[src/rtl/holdoff_pkg.sv]
// Package: shared state encoding for the holdoff timer.
// Assumes: nothing; it holds only type definitions.
package holdoff_pkg;
    typedef enum logic [1:0] {
        HS_IDLE = 2'd0,
        HS_ARM  = 2'd1,
        HS_RUN  = 2'd2
    } hold_state_t;
endpackage

[src/rtl/holdoff_osc_sync.sv]
// Module: synchronizer for the holdoff oscillator, plus rising-edge detection.
// Assumes: the oscillator period is at least four clock cycles. The clear
// input empties the pipeline so that no edge from before an interval is counted.
module holdoff_osc_sync (
    input  logic clk,
    input  logic rst_n,
    input  logic osc_raw,
    input  logic flush,
    output logic osc_rise
);
    logic meta_q;
    logic sync_q;
    logic last_q;

    // Purpose: two-flop synchronizer, then a delayed copy for edge detection.
    always_ff @(posedge clk) begin
        if (!rst_n || flush) begin
            meta_q <= 1'b0;
            sync_q <= 1'b0;
            last_q <= 1'b0;
        end else begin
            meta_q <= osc_raw;
            sync_q <= meta_q;
            last_q <= sync_q;
        end
    end

    // Purpose: a rising edge is a high synchronized sample after a low one.
    always_comb osc_rise = sync_q & ~last_q;
endmodule

[src/rtl/holdoff_start_sel.sv]
// Module: detects the rising edge of each end-of-sweep input and picks one.
// Assumes: the sweep-end inputs are synchronous to clk. A start is blocked
// while the timer is busy.
module holdoff_start_sel (
    input  logic clk,
    input  logic rst_n,
    input  logic a_end,
    input  logic b_end,
    input  logic use_b,
    input  logic busy,
    output logic start
);
    logic a_prev_q;
    logic b_prev_q;
    logic a_edge;
    logic b_edge;

    // Purpose: remember the previous level of both sweep-end inputs.
    always_ff @(posedge clk) begin
        if (!rst_n) begin
            a_prev_q <= 1'b0;
            b_prev_q <= 1'b0;
        end else begin
            a_prev_q <= a_end;
            b_prev_q <= b_end;
        end
    end

    // Purpose: find the edges, take the selected one, and block it while busy.
    always_comb begin
        a_edge = a_end & ~a_prev_q;
        b_edge = b_end & ~b_prev_q;
        start  = (use_b ? b_edge : a_edge) & ~busy;
    end
endmodule

[src/rtl/holdoff_div_counter.sv]
// Module: stores the divide ratio and runs the interval state machine.
// Assumes: start is raised only while idle. osc_rise is already synchronous.
module holdoff_div_counter #(
    parameter int CNT_W = 24
) (
    input  logic             clk,
    input  logic             rst_n,
    input  logic             start,
    input  logic             osc_rise,
    input  logic             ratio_we,
    input  logic [CNT_W-1:0] ratio_din,
    output logic             busy,
    output logic             strobe,
    output logic [CNT_W-1:0] cur_cnt,
    output logic [CNT_W-1:0] cur_ratio
);
    import holdoff_pkg::*;

    localparam logic [CNT_W-1:0] ONE = CNT_W'(1);

    hold_state_t      state_q;
    logic [CNT_W-1:0] pend_q;
    logic [CNT_W-1:0] run_q;
    logic [CNT_W-1:0] cnt_q;
    logic [CNT_W-1:0] cnt_inc;
    logic             last_edge;

    // Purpose: hold the most recently written ratio until an interval takes it.
    always_ff @(posedge clk) begin
        if (!rst_n) begin
            pend_q <= '0;
        end else if (ratio_we) begin
            pend_q <= ratio_din;
        end
    end

    // Purpose: find the oscillator edge that completes the interval.
    always_comb begin
        cnt_inc   = cnt_q + ONE;
        last_edge = osc_rise && (cnt_inc == run_q);
    end

    // Purpose: run idle -> arm (strobe) -> count, and latch the ratio at start.
    always_ff @(posedge clk) begin
        if (!rst_n) begin
            state_q <= HS_IDLE;
            run_q   <= ONE;
            cnt_q   <= '0;
        end else begin
            unique case (state_q)
                HS_IDLE: begin
                    if (start) begin
                        state_q <= HS_ARM;
                        run_q   <= (pend_q == '0) ? ONE : pend_q;
                        cnt_q   <= '0;
                    end
                end
                HS_ARM: begin
                    state_q <= HS_RUN;
                end
                HS_RUN: begin
                    if (last_edge) begin
                        state_q <= HS_IDLE;
                        cnt_q   <= '0;
                    end else if (osc_rise) begin
                        cnt_q <= cnt_inc;
                    end
                end
                default: state_q <= HS_IDLE;
            endcase
        end
    end

    // Purpose: decode the outputs from the state register.
    always_comb begin
        busy      = (state_q != HS_IDLE);
        strobe    = (state_q == HS_ARM);
        cur_cnt   = cnt_q;
        cur_ratio = run_q;
    end
endmodule

[src/rtl/holdoff_timer.sv]
// Module: top of the sweep holdoff timer.
// Assumes: a synchronous active-low reset. The oscillator goes low while
// osc_reset is high.
module holdoff_timer #(
    parameter int CNT_W = 24
) (
    input  logic             clk,
    input  logic             rst_n,
    input  logic             osc_in,
    input  logic             a_sweep_end,
    input  logic             b_sweep_end,
    input  logic             src_b_sel,
    input  logic             ratio_we,
    input  logic [CNT_W-1:0] ratio_din,
    output logic             holdoff,
    output logic             osc_reset
);
    logic             start;
    logic             osc_rise;
    logic             busy;
    logic             strobe;
    logic [CNT_W-1:0] cur_cnt;
    logic [CNT_W-1:0] cur_ratio;

    holdoff_start_sel u_sel (
        .clk   (clk),
        .rst_n (rst_n),
        .a_end (a_sweep_end),
        .b_end (b_sweep_end),
        .use_b (src_b_sel),
        .busy  (busy),
        .start (start)
    );

    holdoff_osc_sync u_sync (
        .clk      (clk),
        .rst_n    (rst_n),
        .osc_raw  (osc_in),
        .flush    (start),
        .osc_rise (osc_rise)
    );

    holdoff_div_counter #(.CNT_W(CNT_W)) u_cnt (
        .clk       (clk),
        .rst_n     (rst_n),
        .start     (start),
        .osc_rise  (osc_rise),
        .ratio_we  (ratio_we),
        .ratio_din (ratio_din),
        .busy      (busy),
        .strobe    (strobe),
        .cur_cnt   (cur_cnt),
        .cur_ratio (cur_ratio)
    );

    // Purpose: drive the ports from the counter's decoded state.
    always_comb begin
        holdoff   = busy;
        osc_reset = strobe;
    end
endmodule

[config.mk]
export PLATFORM = sky130hd
export DESIGN_NAME = holdoff_timer
export DESIGN_NICKNAME = d
export VERILOG_FILES = /design/src/rtl/holdoff_pkg.sv /design/src/rtl/holdoff_osc_sync.sv /design/src/rtl/holdoff_start_sel.sv /design/src/rtl/holdoff_div_counter.sv /design/src/rtl/holdoff_timer.sv
export SDC_FILE = /design/constraint.sdc
export NUM_CORES = 1
export LEC_CHECK = 0
export ABC_CLOCK_PERIOD_IN_PS = 8600
export BUFFER_PORTS_ARGS = -buffer_cell sky130_fd_sc_hd__clkbuf_2
export CORE_MARGIN = 1
export CORE_UTILIZATION = 30
export CTS_BUF_LIST = sky130_fd_sc_hd__clkbuf_8
export CTS_CLUSTER_DIAMETER = 30
export DETAILED_ROUTE_END_ITERATION = 8
export SLEW_MARGIN = 15
export SYNTH_ARGS = -nofsm -noshare
export SYNTH_HDL_FRONTEND = slang
export SYNTH_SLANG_ARGS = --single-unit
[constraint.sdc]
create_clock -name clk -period 8.6 [get_ports clk]
set_input_delay 1.29 -clock clk [delete_from_list [all_inputs] [get_ports clk]]
set_output_delay 1.29 -clock clk [all_outputs]
set_load 0.01 [all_outputs]
### After elaboration in Yosys (flattened, before gate mapping)

Index checks and enable logic that the tools add are counted.

| operators by class | value |
|---|---|
| $mul | 0 |
| add/subtract/negate cells | 1 |
| shifts and indexed selects | 0 |
| equality and inequality tests | 6 |
| reductions and logical operators | 10 |
| magnitude comparators | 0 |
| bitwise gates (word level) | 8 |
| div/mod/pow operators | 0 |
| multiplexer cells | 9 |

Operator list:

| cell | number |
|---|---|
| 24-bit 2-to-1 mux | 4 |
| 24-bit one-hot mux with 2 select lines | 1 |
| 24-bit by 1-bit adder with 24-bit output, second input constant | 1 |
| 24-bit == test | 1 |
| 24-bit zero test | 1 |
| 2-bit one-hot mux with 3 select lines | 1 |
| 1-bit AND | 4 |
| 2-bit 2-to-1 mux | 2 |
| 1-bit inverter | 4 |
| 2-bit AND reduction | 2 |
| 2-bit nonzero test | 2 |
| 3-bit by 1-bit inequality test with 1-bit output, second input constant | 1 |
| 3-bit AND reduction | 1 |
| 2-bit by 1-bit == test with 1-bit output, second input constant | 1 |
| 2-bit == test, second input constant | 1 |
| 2-bit zero test | 1 |
| 2-bit by 1-bit inequality test with 1-bit output, second input constant | 1 |
| 2-bit inequality test, second input constant | 1 |
| 1-bit logical AND | 1 |
| 1-bit zero test | 1 |
| 1-bit logical OR | 1 |
| 1-bit 2-to-1 mux | 1 |

| word-level totals | value |
|---|---|
| memory bits (read-only) | 0 |
| bits in latches | 0 |
| logic and storage cells | 43 |
| RAM bits | 0 |
| input bits | 31 |
| memories kept | 0 |
| register bits after elaboration | 79 |

### Logic depth before layout (Yosys ltp)

Gate-level depths: netlist of the first run.

| logic depth | value |
|---|---|
| depth in word-level cells | 6 |
| gate-level depth with buffers | 11 |

### Hierarchy

From an unflattened synthesis of the first run, not the netlist that was laid out.

| second synthesis, totals | value |
|---|---|
| cells, all modules | 547 |
| area, all modules | 4359.2 sq um |

Modules (own cells, without submodules):

| module | area an instance (sq um) | cells an instance | instances |
|---|---|---|---|
| holdoff_div_counter | 4192.8 | 533 | 1 |
| holdoff_osc_sync | 92.6 | 7 | 1 |
| holdoff_start_sel | 73.8 | 7 | 1 |

### Worst setup path before layout of the first run

Ideal clock, no wire load.

| path | value |
|---|---|
| path type | input port to flip-flop |
| start | input src_b_sel |
| end | register u_cnt.cnt_q[17], in the netlist u_cnt.cur_cnt[17] |
| stages | 9 |
| setup slack | 5.549 ns |
| buffers on the path | 3 |
| data arrival time | 2.992 ns |
| path through | or3b_1 > a21o_1 > clkbuf_1 > and2_1 > clkbuf_1 > clkbuf_1 > nor3_1 > xnor2_1 > o211a_1 |

| between the ends | value |
|---|---|
| longest elaborated chain between the ends | 4 |

RTL lines:

| element | line | source |
|---|---|---|
| start: declaration | holdoff_timer.sv:12 | `input logic src_b_sel,` |
| 1-bit 2-to-1 mux | holdoff_start_sel.sv:33 | `start = (use_b ? b_edge : a_edge) & ~busy;` |
| 1-bit AND | holdoff_start_sel.sv:33 |  |
| 2-bit inequality test (no source line) | - |  |
| 3-bit AND reduction (no source line) | - |  |
| end signal: assignment | holdoff_div_counter.sv:66 | `cnt_q <= cnt_inc;` |
| end: declaration | holdoff_div_counter.sv:24 | `logic [CNT_W-1:0] cnt_q;` |

No other way between the ends.
A chain may end at the register's enable or synchronous reset.

### Worst setup path in the final report of the first run

| path | value |
|---|---|
| start | register u_cnt.cnt_q[0], in the netlist u_cnt.cur_cnt[0] |
| end | register u_cnt.cnt_q[22], in the netlist u_cnt.cur_cnt[22] |

| between the ends | value |
|---|---|
| longest elaborated chain between the ends | 5 |
| elaborated cells on any way between the ends | 8 |

RTL lines:

| element | line | source |
|---|---|---|
| 24-bit by 1-bit adder with 24-bit output * | holdoff_div_counter.sv:39 | `cnt_inc = cnt_q + ONE;` |
| 24-bit == test | holdoff_div_counter.sv:40 | `last_edge = osc_rise && (cnt_inc == run_q);` |
| 1-bit logical AND | holdoff_div_counter.sv:40 |  |
| 3-bit by 1-bit inequality test with 1-bit output (no source line) or 24-bit 2-to-1 mux (tied branches) | - |  |
| 3-bit AND reduction (no source line) or 24-bit one-hot mux with 2 select lines (tied branches) | - |  |

Every way passes the cells marked *; elsewhere a longest branch is shown, timed or not. The select of a mux whose other input is x is not followed.

==> metrics.log, run 1 <==
INFO  metric status = complete, no violations
INFO  metric power.total = ~770 uW
INFO  metric grt.overflow.total = 0
INFO  metric post-dp-hpwl = 6.520 mm
INFO  metric globalRouteTotalUtil = 0.1416
INFO  metric hold_start = u_cnt.pend_q[0]
INFO  metric finalSetupViolCount = 0
INFO  metric count_of_boundary_i_o_pins = 33
INFO  metric unrepaired_setup_endpoints_after_global_routing = no
INFO  metric clock_tree.buffer_depth = 2
INFO  metric detail-route-antenna-nets = 0
INFO  metric fillers = 1296
INFO  metric synth.lib_cells_used.distinct = slightly below 60
INFO  metric cts_setup_buffers = 0
INFO  metric share_of_cells_above_drive_strength_1 = 0.1388
INFO  metric worst_r2r_startpoint = u_cnt.cur_cnt[0]
INFO  metric number_of_endpoints_with_negative_hold_slack_in_the_final_report = 0
INFO  metric drt_iter0_markers = roughly 220
INFO  metric grt_pass1_wl = 14.99 mm
INFO  metric avg_wl_per_cell = 14.12 microns
INFO  metric avgSynthCellArea = 9.240 sq um
INFO  metric synthToLayoutAreaGrowth = 12.28%
INFO  metric r2r_end = u_cnt.cur_cnt[22]
INFO  metric floorplan.die.height = 117.2 microns
INFO  metric postSynthRegisterBits = 79
INFO  metric syn_area = 3983 sq um
INFO  metric finalNetCount = between 400 and 500
INFO  metric ys_async_sr_fraction = 0
INFO  metric grt_max_degree = 38
INFO  metric placement.io_buffers = 32
INFO  metric initial_utilization = 0.3118
INFO  metric clock-skew-final = 0.009184 ns
INFO  metric final_estimated_routing_congestion_in_global_placement = 0.8503
INFO  metric max_cap_violation_count = 0
INFO  metric regToRegSetupSlack = around 5.2 ns
INFO  metric ys_dominant_reg_cell = sky130_fd_sc_hd__dfxtp_1
INFO  metric dp_worst_setup_slack = 5.151 ns
INFO  metric fin_cells = 626
INFO  metric root_buffer = sky130_fd_sc_hd__clkbuf_8
INFO  metric power.static_leakage = around 2.0 nW
INFO  metric floorplan.core_area = around 13000 sq um
INFO  metric timing.critical_path.required = 8.85 ns
INFO  metric cts_inserted_buffers = 9
INFO  metric detailedRoute.firstPassIterationCount = 4
INFO  metric yosysWarningCount = 0
INFO  metric initial_antenna_violation_count = 0
INFO  metric post-route-drc-count = 0
INFO  metric worst_r2r_path_depth = 9
INFO  metric worst-setup-path-type = reg2reg
INFO  metric holdCritPathClass = reg2reg
INFO  metric worst_pin_slew = 1.162 ns
INFO  metric cts_tree = yes
INFO  metric netlist_instances = 431
INFO  metric p_per_area = 171.2 nW/um^2
INFO  metric antenna_cells_inserted = 0
INFO  metric cp_capture_point = u_cnt.cur_cnt[22]
INFO  metric clock_insertion_delay_worst_skew = 0.36 ns
INFO  metric sequential_fraction_of_the_synthesis_area = 0.3971
INFO  metric cp-start-kind = flop
INFO  metric vias = 3121
INFO  metric final_cell_mix = sky130_fd_sc_hd__dfxtp_1, sky130_fd_sc_hd__nor2_1, sky130_fd_sc_hd__mux2i_1, sky130_fd_sc_hd__clkbuf_2, sky130_fd_sc_hd__xnor2_1
INFO  metric most_common_cell_after_layout_fill_and_taps_aside = sky130_fd_sc_hd__dfxtp_1
INFO  metric clock_tree.htree_level_count = 3
INFO  metric final_slew_violations = 0
INFO  metric post-route-period-util = 0.4005
INFO  metric cts-hold-fix-buffers = 0
INFO  metric synth_enable_flop_cells = 0
INFO  metric place_inst = 610
INFO  metric max_freq = roughly 0.29 GHz
INFO  metric endpoint_kind = flop
INFO  metric final.setup.worst_slack = 5.156 ns
INFO  metric critical_path.startpoint = u_cnt.cur_cnt[0]
INFO  metric worst-path-max-fanout = 23
INFO  metric cts_resized = 0
INFO  metric cts.sinks = 79
INFO  metric finalSetupTns = 0 ns
INFO  metric first_global_vias = 3012
INFO  metric timing.critical_path.arrival = 3.69 ns
INFO  metric whs = 0.4722 ns
INFO  metric detail_route.wirelength = between 8 and 9 mm
INFO  metric mappedNetlistNets = 463
INFO  metric dieArea = about 14000 sq um
INFO  metric floorplan.rows = 41
INFO  metric clock_pin_slew_on_the_worst_setup_and_hold_paths = about 0.08 ns
INFO  metric post-route-min-period = 3.444 ns
INFO  metric timing.max_slew.rel_slack = 0.2251
INFO  metric ir_worst_vdd = 0.1144 mV
INFO  metric route.detailed.vias_per_inst = 4.986
INFO  metric die-width = 117.2 microns
==> cells by family (layout without fill, tap and decap cells) <==
family                   Yosys count  in the layout  share of synthesized area
AND/OR/NAND/NOR                  157            157                     0.2074
flip-flops                        79             79                     0.3971
AO/OA/AOI/OAI                     76             76                     0.1621
XOR/XNOR                          45             45                    0.09896
buffers and inverters             37             60                    0.04052
multiplexers                      36             36                    0.09080
adder cells (fa/ha/maj)            1              1                   0.003141
==> per-stage QoR <==
step	util	cell area [sq um]
after detailed placement	0.3326	4249
after global routing	0.3501	4472
final	0.3501	4472
after CTS	0.3501	4472
after global placement	0.3326	4249
after floorplan	-	3983
==> worst max-delay path, cell delays in order (launching register included) <==
cell	delay [ns]
sky130_fd_sc_hd__dfxtp_1	0.44
sky130_fd_sc_hd__ha_1	0.27
sky130_fd_sc_hd__nand3_1	0.25
sky130_fd_sc_hd__or3_1	0.52
sky130_fd_sc_hd__or3_4	0.42
sky130_fd_sc_hd__a2111oi_4	0.35
sky130_fd_sc_hd__nand4_2	0.15
sky130_fd_sc_hd__nor3_4	0.28
sky130_fd_sc_hd__a21oi_2	0.32
sky130_fd_sc_hd__o211a_1	0.32
==> final cells by class <==
type	count	area, sq um	share of cell area
Clock inverter	6	85.08	0.01903
Sequential cell	79	1582	0.3537
Inverter	10	37.54	0.008394
Multi-Input combinational cell	315	2240	0.5008
Tap cell	172	215.2	0.04813
Timing Repair Buffer	34	175.2	0.03917
Clock buffer	10	137.6	0.03078
==> Yosys cell counts, types with 7 or more instances <==
cell / instances / area, sq um
sky130_fd_sc_hd__nand4_1: 8 / 50.05
sky130_fd_sc_hd__and2_1: 7 / 43.79
sky130_fd_sc_hd__mux2i_1: 35 / 350.3
sky130_fd_sc_hd__and3_1: 7 / 43.79
sky130_fd_sc_hd__xor2_1: 18 / 157.7
sky130_fd_sc_hd__nor4_1: 9 / 56.30
sky130_fd_sc_hd__inv_1: 9 / 33.78
sky130_fd_sc_hd__nor2_1: 50 / 187.7
sky130_fd_sc_hd__dfxtp_1: 79 / 1582
sky130_fd_sc_hd__o211a_1: 19 / 190.2
sky130_fd_sc_hd__nand3_1: 11 / 55.05
sky130_fd_sc_hd__a22o_1: 13 / 113.9
sky130_fd_sc_hd__nand2_1: 17 / 63.81
sky130_fd_sc_hd__clkbuf_1: 15 / 56.30
sky130_fd_sc_hd__a21oi_1: 7 / 35.03
sky130_fd_sc_hd__nor3_1: 18 / 90.09
sky130_fd_sc_hd__xnor2_1: 27 / 236.5
==> layer usage <==
layer,track usage,part of all wire
met1,0.1875,0.49
met2,0.2263,0.46
met3,0.02678,0.031
met4,0.05738,0.019
met5,0,0
==> flip-flops by register name, indices dropped and copies added (netlist names) <==
register and cells:
u_cnt.state_q 2, u_sync.sync_q 1, u_sync.last_q 1, u_cnt.cur_cnt 24, u_sel.b_prev_q 1, u_cnt.cur_ratio 24, u_sel.a_prev_q 1, u_sync.meta_q 1
u_cnt.pend_q 24
==> worst min-delay path by stage <==
| stage | endpoint | cells past startpoint |
|---|---|---|
| final | u_cnt.cur_ratio[0] | 2 |
| after global routing | u_cnt.cur_ratio[0] | 2 |
| after CTS | u_cnt.cur_ratio[0] | 2 |
| after detailed placement | u_sync.sync_q | 1 |
| after global placement | u_sync.sync_q | 1 |
| after floorplan | u_sync.sync_q | 1 |
==> report_power, final <==
part           switching [mW]  internal (mW)
clock network           0.133          0.170
registers              0.0111          0.378
logic                  0.0422         0.0303
Power figures use the tool's default switching activity.
==> inputs of run 2 (changes only) <==
--- a/config.mk
+++ b/config.mk
@@ -5,7 +5,8 @@
 export SDC_FILE = /design/constraint.sdc
 export NUM_CORES = 1
 export LEC_CHECK = 0
-export ABC_CLOCK_PERIOD_IN_PS = 8600
+export ABC_AREA = 1
+export ABC_CLOCK_PERIOD_IN_PS = 3410
 export BUFFER_PORTS_ARGS = -buffer_cell sky130_fd_sc_hd__clkbuf_2
 export CORE_MARGIN = 1
 export CORE_UTILIZATION = 30
==> constraint.sdc (replaced) <==
create_clock -name clk -period 3.41 [get_ports clk]
set_input_delay 0.5115 -clock clk [delete_from_list [all_inputs] [get_ports clk]]
set_output_delay 0.5115 -clock clk [all_outputs]
set_load 0.01 [all_outputs]
==> run 2 against run 1 <==
- count of clock-buffer cells in the layout is the same
- maximum frequency increased by 31%
- core utilization is 0.34 points higher
- design area rose by 1.4%
- register-to-register slack got worse by 4.4 ns
- critical path depth up 6
- combinational power grew to 2.6 times the previous value
- sequential power increased to 2.5 times the previous value
- via count is 20% higher
- area after synthesis rose by 1.1%
- first-iteration DRC count decreased by 6.9%
- largest cell class unchanged
- largest power group unchanged
==> metrics.log, run 2 <==
INFO  metric die-width = 117.8 microns (+0.52%)
INFO  metric sequence_of_cells_on_the_critical_path = ha_1 > nand2_2 > nor2_4 > nand2_2 > nor2_2 > nand2_1 > or2_1 > nand2_1 > nand2_1 > nand2_1 > nand2_1 > nor2_1 > nand2_2 > nand3_1 > a21oi_1
INFO  metric ys_dominant_reg_cell = sky130_fd_sc_hd__dfxtp_1
INFO  metric count_of_boundary_i_o_pins = 33 (unchanged)
INFO  metric dieArea = 13880 sq um (+1.0%)
INFO  metric placement.io_buffers = 32 (unchanged)
INFO  metric floorplan.core_area = 12820 sq um (+0.40%)
INFO  metric floorplan.rows = 41 (unchanged)
INFO  metric post-route-period-util = 0.7736 (+0.3731)
INFO  metric final_cell_mix = sky130_fd_sc_hd__nand2_1, sky130_fd_sc_hd__nor2_1, sky130_fd_sc_hd__dfxtp_1, sky130_fd_sc_hd__nand3_1, sky130_fd_sc_hd__inv_1
INFO  metric drt_iter0_markers = 202 (-6.9%)
INFO  metric timing.critical_path.arrival = 2.88 ns (-0.81 ns)
INFO  metric status = complete, no violations
INFO  metric share_of_cells_above_drive_strength_1 = 0.1038 (-0.03495)
INFO  metric cts_resized = 0 (unchanged)
INFO  metric mappedNetlistNets = 657 (+42%)
INFO  metric avgSynthCellArea = 6.440 sq um (-30%)
INFO  metric timing.max_slew.rel_slack = 0.4210 (+0.1959)
INFO  metric synthToLayoutAreaGrowth = 12.62%
INFO  metric timing.critical_path.required = 3.65 ns (-5.20 ns)
INFO  metric critical_path.startpoint = u_cnt.cur_cnt[0]
INFO  metric sequential_fraction_of_the_synthesis_area = 0.3929 (-0.004197)
INFO  metric comb_power_share = 0.103 (+0.008)
INFO  metric antenna_cells_inserted = 0 (unchanged)
INFO  metric floorplan.die.height = 117.8 microns (+0.52%)
INFO  metric cts_inserted_buffers = 9 (unchanged)
INFO  metric synth_area_leaders = sky130_fd_sc_hd__dfxtp_1, sky130_fd_sc_hd__nand2_1, sky130_fd_sc_hd__nand3_1
INFO  metric clock_pin_slew_on_the_worst_setup_and_hold_paths = 0.09 ns (about the same)
INFO  metric slowest_stage = sky130_fd_sc_hd__dfxtp_1
INFO  metric detail_route.wirelength = 10.03 mm (+13%)
INFO  metric cpPeakStageDelay = 0.48 ns (-0.04 ns)
INFO  metric post-synth-top-count-cell = sky130_fd_sc_hd__nand2_1
INFO  metric initial_utilization = 0.3139 (+0.002070)
INFO  metric max_freq = 0.3791 GHz (+31%)
INFO  metric worst_r2r_path_depth = 15 (+6)
INFO  metric clock_insertion_delay_worst_skew = 0.36 ns (about the same)
INFO  metric ir_worst_vdd = 0.1648 mV (+44%)
INFO  metric power.switching_fraction = 0.2827 (+0.03910)
INFO  metric final_slew_violations = 0 (unchanged)
INFO  metric worst-setup-path-type = reg2reg
INFO  metric ys_async_sr_fraction = 0 (unchanged)
INFO  metric p_per_area = 403.1 nW/um^2 (+140%)
INFO  metric synth_top_area_share = 0.3929 (-0.004197)
INFO  metric post-route-drc-count = 0 (unchanged)
INFO  metric globalRouteTotalUtil = 0.1504 (+0.008854)
INFO  metric clock_tree.htree_level_count = 3 (unchanged)
INFO  metric grt_max_degree = 49 (+29%)
INFO  metric worst_r2r_startpoint = u_cnt.cur_cnt[0]
INFO  metric grt_pass1_wl = 16.93 mm (+13%)
INFO  metric crit_path_frequent_cell = sky130_fd_sc_hd__nand2_1
INFO  metric root_buffer = sky130_fd_sc_hd__clkbuf_8
INFO  metric postSynthRegisterBits = 79 (unchanged)
INFO  metric syn_area = 4025 sq um (+1.1%)
INFO  metric synth_enable_flop_cells = 0 (unchanged)
INFO  metric finalSetupViolCount = 0 (unchanged)
INFO  metric finalSetupTns = 0 ns (unchanged)
INFO  metric netlist_instances = 625 (+45%)
INFO  metric cts_tree = yes
INFO  metric final_estimated_routing_congestion_in_global_placement = 0.8502 (about the same)
INFO  metric clock_tree.buffer_depth = 2 (unchanged)
INFO  metric grt.overflow.total = 0 (unchanged)
INFO  metric detailedRoute.firstPassIterationCount = 4 (unchanged)
INFO  metric cts.sinks = 79 (unchanged)
INFO  metric vias = 3757 (+20%)
INFO  metric worst-path-max-fanout = 25 (+8.7%)
INFO  metric whs_path_depth = 3 (+1)
INFO  metric endpoint_kind = flop
INFO  metric avg_wl_per_cell = 12.13 microns (-14%)
INFO  metric fillers = 1461 (+13%)
INFO  metric unrepaired_setup_endpoints_after_global_routing = no
INFO  metric yosysWarningCount = 0 (unchanged)
INFO  metric cts_setup_buffers = 0 (unchanged)
INFO  metric regToRegSetupSlack = 0.77 ns (-4.38 ns)
INFO  metric first_global_vias = 3389 (+13%)
INFO  metric synth.cells.most_frequent = sky130_fd_sc_hd__nand2_1, sky130_fd_sc_hd__nor2_1, sky130_fd_sc_hd__dfxtp_1, sky130_fd_sc_hd__nand3_1, sky130_fd_sc_hd__inv_1
INFO  metric finalNetCount = 682 (+42%)
INFO  metric power.share.sequential = 0.537 (+0.028)
INFO  metric synth.lib_cells_used.distinct = 28 (-52%)
INFO  metric power.switching = 516.6 uW (+180%)
INFO  metric max_cap_violation_count = 0 (unchanged)
INFO  metric whs = 0.3456 ns (-0.1265 ns)
INFO  metric number_of_endpoints_with_negative_hold_slack_in_the_final_report = 0 (unchanged)
INFO  metric worst_pin_slew = 0.8632 ns (-0.2992 ns)
INFO  metric most_common_cell_after_layout_fill_and_taps_aside = sky130_fd_sc_hd__nand2_1
INFO  metric post-dp-hpwl = 7.266 mm (+11%)
INFO  metric post-synth-top-area-cell = sky130_fd_sc_hd__dfxtp_1
INFO  metric min_delay_worst_endpoint = u_sync.meta_q
INFO  metric r2r_end = u_cnt.cur_cnt[11]
INFO  metric route.detailed.vias_per_inst = 4.543 (-8.9%)
INFO  metric cp-start-kind = flop
INFO  metric clkPwrFrac = 0.360 (-0.036)
INFO  metric cellInternalPower = 1.311 mW (+130%)
INFO  metric clock-skew-final = 0.006643 ns (-0.002542 ns)
INFO  metric holdCritPathClass = in2reg
INFO  metric cts-hold-fix-buffers = 0 (unchanged)
INFO  metric initial_antenna_violation_count = 0 (unchanged)
INFO  metric detail-route-antenna-nets = 0 (unchanged)
INFO  metric power.static_leakage = 1.739 nW (-11%)
INFO  metric hold_start = osc_in
INFO  metric post-route-min-period = 2.638 ns (-0.8063 ns)
[run 2: cell types whose count changed after synthesis, sizes merged, moves of 27 or more]
cell   previous run  this run
nand3            12        77
xnor2            27         0
inv              10        75
nor2             50        92
mux2i            35         0
o21ai             9        37
nand2            17       157
a21oi             8        45
[run 2: how the worst max path moves through the flow]
stage,to,slack [ns],cells past startpoint
finish,u_cnt.cur_cnt[11],0.77,15
detailed placement,u_cnt.cur_cnt[11],0.82,15
global placement,u_cnt.state_q[1],0.83,15
floorplan,u_cnt.state_q[1],1.31,16
global route,u_cnt.cur_cnt[22],0.51,15
CTS,u_cnt.cur_cnt[11],0.80,15
[run 2: final cells by class]
class                   count  area (sq um)  share of cell area
inverters                  78         292.8             0.06459
repair buffers             37         197.7             0.04361
multi-input cells         445          2064              0.4554
clock buffers              10         137.6             0.03036
well taps                 172         215.2             0.04747
clock inverters             6         43.79            0.009660
flip-flops and latches     79          1582              0.3489
[run 2: metal layers]
metal | up-vias | share of wire | global-route usage
met5 | - | 0 | 0
met4 | 0 | 0.013 | 0.05689
met3 | 7 | 0.038 | 0.02422
met2 | 73 | 0.42 | 0.2290
met1 | 1612 | 0.53 | 0.2115
li1 | 2065 | - | -
[run 2: logic make-up (layout without fill, tap and decap cells)]
family | count (synthesis) | count (layout) | synth area share
adder cells (fa/ha/maj) | 1 | 1 | 0.003108
AO/OA/AOI/OAI | 101 | 101 | 0.1352
flip-flops | 79 | 79 | 0.3929
buffers and inverters | 101 | 131 | 0.09854
XOR/XNOR | 3 | 3 | 0.009948
AND/OR/NAND/NOR | 340 | 340 | 0.3603
[run 2: power by group through the flow]
stage / registers (mW) / logic, mW / clock network (mW)
2_1_floorplan: 0.996 / 0.130 / 0
3_3_place_gp: 1.00 / 0.190 / 0
3_5_place_dp: 1.00 / 0.189 / 0
4_1_cts: 0.982 / 0.190 / 0.677
5_1_grt: 0.987 / 0.215 / 0.713
6_report: 0.982 / 0.187 / 0.658
[run 2: stage by stage]
step / power [mW] / setup WS (ns) / cell area (sq um) / std cells / utilization
2_1_floorplan: 1.126 / 1.309 / 4025 / 625 / -
3_3_place_gp: 1.192 / 0.8305 / 4352 / 811 / 0.3393
6_report: 1.827 / 0.7721 / 4533 / 827 / 0.3535
5_1_grt: 1.915 / 0.5051 / 4533 / 827 / 0.3535
4_1_cts: 1.848 / 0.7987 / 4533 / 827 / 0.3535
3_5_place_dp: 1.192 / 0.8214 / 4352 / 811 / 0.3393
[run 2: critical path: cells and delay by family (launching register included)]
kind | cells | cell delay [ns]
simple gates | 13 | 1.71
fa+ha+maj | 1 | 0.25
flops | 1 | 0.48
compound gates | 1 | 0.08
==> inputs of run 3 (changes only) <==
--- a/config.mk
+++ b/config.mk
@@ -5,8 +5,8 @@
 export SDC_FILE = /design/constraint.sdc
 export NUM_CORES = 1
 export LEC_CHECK = 0
-export ABC_AREA = 1
-export ABC_CLOCK_PERIOD_IN_PS = 3410
+export ABC_AREA = 0
+export ABC_CLOCK_PERIOD_IN_PS = 2200
 export BUFFER_PORTS_ARGS = -buffer_cell sky130_fd_sc_hd__clkbuf_2
 export CORE_MARGIN = 1
 export CORE_UTILIZATION = 30
==> constraint.sdc (replaced) <==
create_clock -name clk -period 2.2 [get_ports clk]
set_input_delay 0.33 -clock clk [delete_from_list [all_inputs] [get_ports clk]]
set_output_delay 0.33 -clock clk [all_outputs]
set_load 0.01 [all_outputs]
==> run 3 against run 2 <==
- the run now ends with negative setup slack left
- core utilization increased by 5.4 points
- design area up 15%
- clock skew increased by 0.0032 ns
- clock power is 75% higher
- total power increased by 64%
- count of clock-buffer cells in the layout grew 1
- critical path depth shrank 5
- cell count down 15%
- critical endpoint is now u_cnt.cur_cnt[9]
==> metrics.log, run 3 (synthesis results as in run 1) <==
INFO  metric drt_iter0_markers = 166 (-18%)
INFO  metric final_slew_violations = 0 (unchanged)
INFO  metric root_buffer = sky130_fd_sc_hd__clkbuf_8
INFO  metric grt_max_degree = 37 (-24%)
INFO  metric worst-path-buf-inv = 2 (+2)
INFO  metric ir_worst_vdd = 0.4300 mV (+160%)
INFO  metric cts_tree = yes
INFO  metric final.setup.worst_slack = -0.4102 ns (-1.182 ns)
INFO  metric slowest_stage = sky130_fd_sc_hd__dfxtp_4
INFO  metric final_estimated_routing_congestion_in_global_placement = 0.9079 (+6.8%)
INFO  metric worst_pin_slew = 0.7723 ns (-0.09085 ns)
INFO  metric antenna_cells_inserted = 0 (unchanged)
INFO  metric whs_path_depth = 2 (-1)
INFO  metric placement.io_buffers = 32 (unchanged)
INFO  metric timing.critical_path.required = 2.45 ns (-1.20 ns)
INFO  metric sequence_of_cells_on_the_critical_path = nand4_1 > buf_4 > or3_4 > a2111o_1 > nand3_1 > nand4_1 > nor3_4 > a21oi_2 > buf_4 > o211a_1
INFO  metric worst-setup-path-type = reg2reg
INFO  metric critical_path_depth = 10 (-5)
INFO  metric clock_tree.htree_level_count = 3 (unchanged)
INFO  metric floorplan.die.height = 117.2 microns (-0.52%)
INFO  metric initial_antenna_violation_count = 0 (unchanged)
INFO  metric synthToLayoutAreaGrowth = 30.63%
INFO  metric share_of_cells_above_drive_strength_1 = 0.3087 (+0.2049)
INFO  metric post-dp-hpwl = 7.770 mm (+6.9%)
INFO  metric globalRouteTotalUtil = 0.1617 (+0.01124)
INFO  metric max_freq = 0.3831 GHz (+1.1%)
INFO  metric p_per_area = 576.2 nW/um^2 (+43%)
INFO  metric fin_cells = 700 (-15%)
INFO  metric whs = 0.1925 ns (-0.1532 ns)
INFO  metric die-width = 117.2 microns (-0.52%)
INFO  metric failed_checks = negative setup slack
INFO  metric grt.overflow.total = 0 (unchanged)
INFO  metric power.static_leakage = 2.368 nW (+36%)
INFO  metric initial_utilization = 0.3118 (-0.002070)
INFO  metric clock-skew-final = 0.009803 ns (+0.003160 ns)
INFO  metric detail_route.wirelength = 10.28 mm (+2.5%)
INFO  metric floorplan.rows = 41 (unchanged)
INFO  metric clock_tree.buffer_depth = 2 (unchanged)
INFO  metric vias = 3437 (-8.5%)
INFO  metric cts_inserted_buffers = 9 (unchanged)
INFO  metric post-route-drc-count = 0 (unchanged)
INFO  metric finalSetupViolCount = 25 (+25)
INFO  metric number_of_endpoints_with_negative_hold_slack_in_the_final_report = 0 (unchanged)
INFO  metric final_cell_mix = sky130_fd_sc_hd__buf_4, sky130_fd_sc_hd__dfxtp_1, sky130_fd_sc_hd__nor2_1, sky130_fd_sc_hd__mux2i_1, sky130_fd_sc_hd__clkbuf_2
INFO  metric grt_pass1_wl = 16.81 mm (-0.73%)
INFO  metric finalNetCount = 555 (-19%)
INFO  metric avg_wl_per_cell = 14.69 microns (+21%)
INFO  metric timing.critical_path.arrival = 2.86 ns (-0.02 ns)
INFO  metric endpoint_kind = flop
INFO  metric post-route-min-period = 2.610 ns (-0.02778 ns)
INFO  metric first_global_vias = 3363 (-0.77%)
INFO  metric post-route-period-util = 1.186 (+0.4128)
INFO  metric worst_r2r_path_depth = 10 (-5)
INFO  metric detail-route-antenna-nets = 0 (unchanged)
INFO  metric detailedRoute.firstPassIterationCount = 4 (unchanged)
INFO  metric most_common_cell_after_layout_fill_and_taps_aside = sky130_fd_sc_hd__buf_4
INFO  metric cts.sinks = 79 (unchanged)
INFO  metric unrepaired_setup_endpoints_after_global_routing = yes
INFO  metric cp_top_family = simple AND/OR/NAND/NOR gates
INFO  metric cpPeakStageDelay = 0.37 ns (-0.11 ns)
INFO  metric cp-start-kind = flop
INFO  metric worst-path-max-fanout = 7 (-72%)
INFO  metric status = finished with violations
INFO  metric route.detailed.vias_per_inst = 4.910 (+8.1%)
INFO  metric place_inst = 677 (-17%)
INFO  metric timing.max_slew.rel_slack = 0.4851 (+0.06412)
INFO  metric max_cap_violation_count = 0 (unchanged)
INFO  metric clock_pin_slew_on_the_worst_setup_and_hold_paths = 0.09 ns (about the same)
INFO  metric count_of_boundary_i_o_pins = 33 (unchanged)
INFO  metric holdCritPathClass = in2reg
INFO  metric dieArea = 13740 sq um (-1.0%)
INFO  metric floorplan.core_area = 12770 sq um (-0.40%)
INFO  metric clock_insertion_delay_worst_skew = 0.36 ns (about the same)
## run 3: cell types whose count changed in the layout (fill, tap and decap cells not counted), sizes merged, moves of 28 or more
cell and delta:
a21oi -37, nand3 -65, o21ai -28, nand2 -140
mux2i +35, buf +71, inv -64, nor2 -42
## run 3: metal layers
metal	vias up	GRT usage	wire, microns
met3	15	0.03759	350
met4	0	0.04810	193
met1	1633	0.2103	4850
met2	60	0.2659	4888
met5	-	0	0
li1	1729	-	-
## run 3: what timing repair did
action                     in CTS  in global routing
gates cloned                    0                  0
pin swaps                       6                  7
setup endpoints to repair      25                 25
resized for setup              20                  8
hold buffers                    0                  0
setup buffers                   7                  1
## run 3: final cells by class
class                      count  area (sq um)
fill                        1282          7571
multi-input combinational    315          2377
sequential                    79          1605
timing repair buffer         108         754.5
tap                          172         215.2
clock buffer                  11         151.4
clock inverter                 5         61.31
inverter                      10         37.54
## run 3: worst register-to-register path: stages, from the launching register on
cell and delay (ns):
sky130_fd_sc_hd__dfxtp_4 0.37, sky130_fd_sc_hd__nand4_1 0.17, sky130_fd_sc_hd__buf_4 0.20, sky130_fd_sc_hd__or3_4 0.37, sky130_fd_sc_hd__a2111o_1 0.36, sky130_fd_sc_hd__nand3_1 0.09, sky130_fd_sc_hd__nand4_1 0.18, sky130_fd_sc_hd__nor3_4 0.23
sky130_fd_sc_hd__a21oi_2 0.12, sky130_fd_sc_hd__buf_4 0.19, sky130_fd_sc_hd__o211a_1 0.23
## run 3: worst paths after layout
kind                                  startpoint            endpoint  slack (ns)
worst min-delay path                 b_sweep_end      u_sel.b_prev_q        0.19
worst max-delay path            u_cnt.cur_cnt[2]    u_cnt.cur_cnt[9]       -0.41
worst min register to register   u_cnt.pend_q[0]  u_cnt.cur_ratio[0]        0.48
worst max register to register  u_cnt.cur_cnt[2]    u_cnt.cur_cnt[9]       -0.41
## run 3: through the flow
step | setup slack, ns | instance area, sq um | utilization | TNS (ns) | power [mW]
4_1_cts | -0.3856 | 5166 | 0.4044 | -9.007 | 3.039
6_report | -0.4102 | 5202 | 0.4073 | -9.395 | 2.998
3_3_place_gp | -0.3925 | 4842 | 0.3791 | -9.515 | 1.870
2_1_floorplan | -0.4349 | 4069 | - | -9.896 | 1.755
5_1_grt | -0.4990 | 5202 | 0.4073 | -11.60 | 3.149
3_5_place_dp | -0.4616 | 4842 | 0.3791 | -11.02 | 1.876
## run 3: power by group
| part | leakage [nW] | total, mW | internal [mW] | switching, mW |
|---|---|---|---|---|
| sequential | 0.650 | 1.52 | 1.47 | 0.0435 |
| clock | 0.107 | 1.15 | 0.595 | 0.554 |
| combinational | 1.61 | 0.331 | 0.152 | 0.178 |
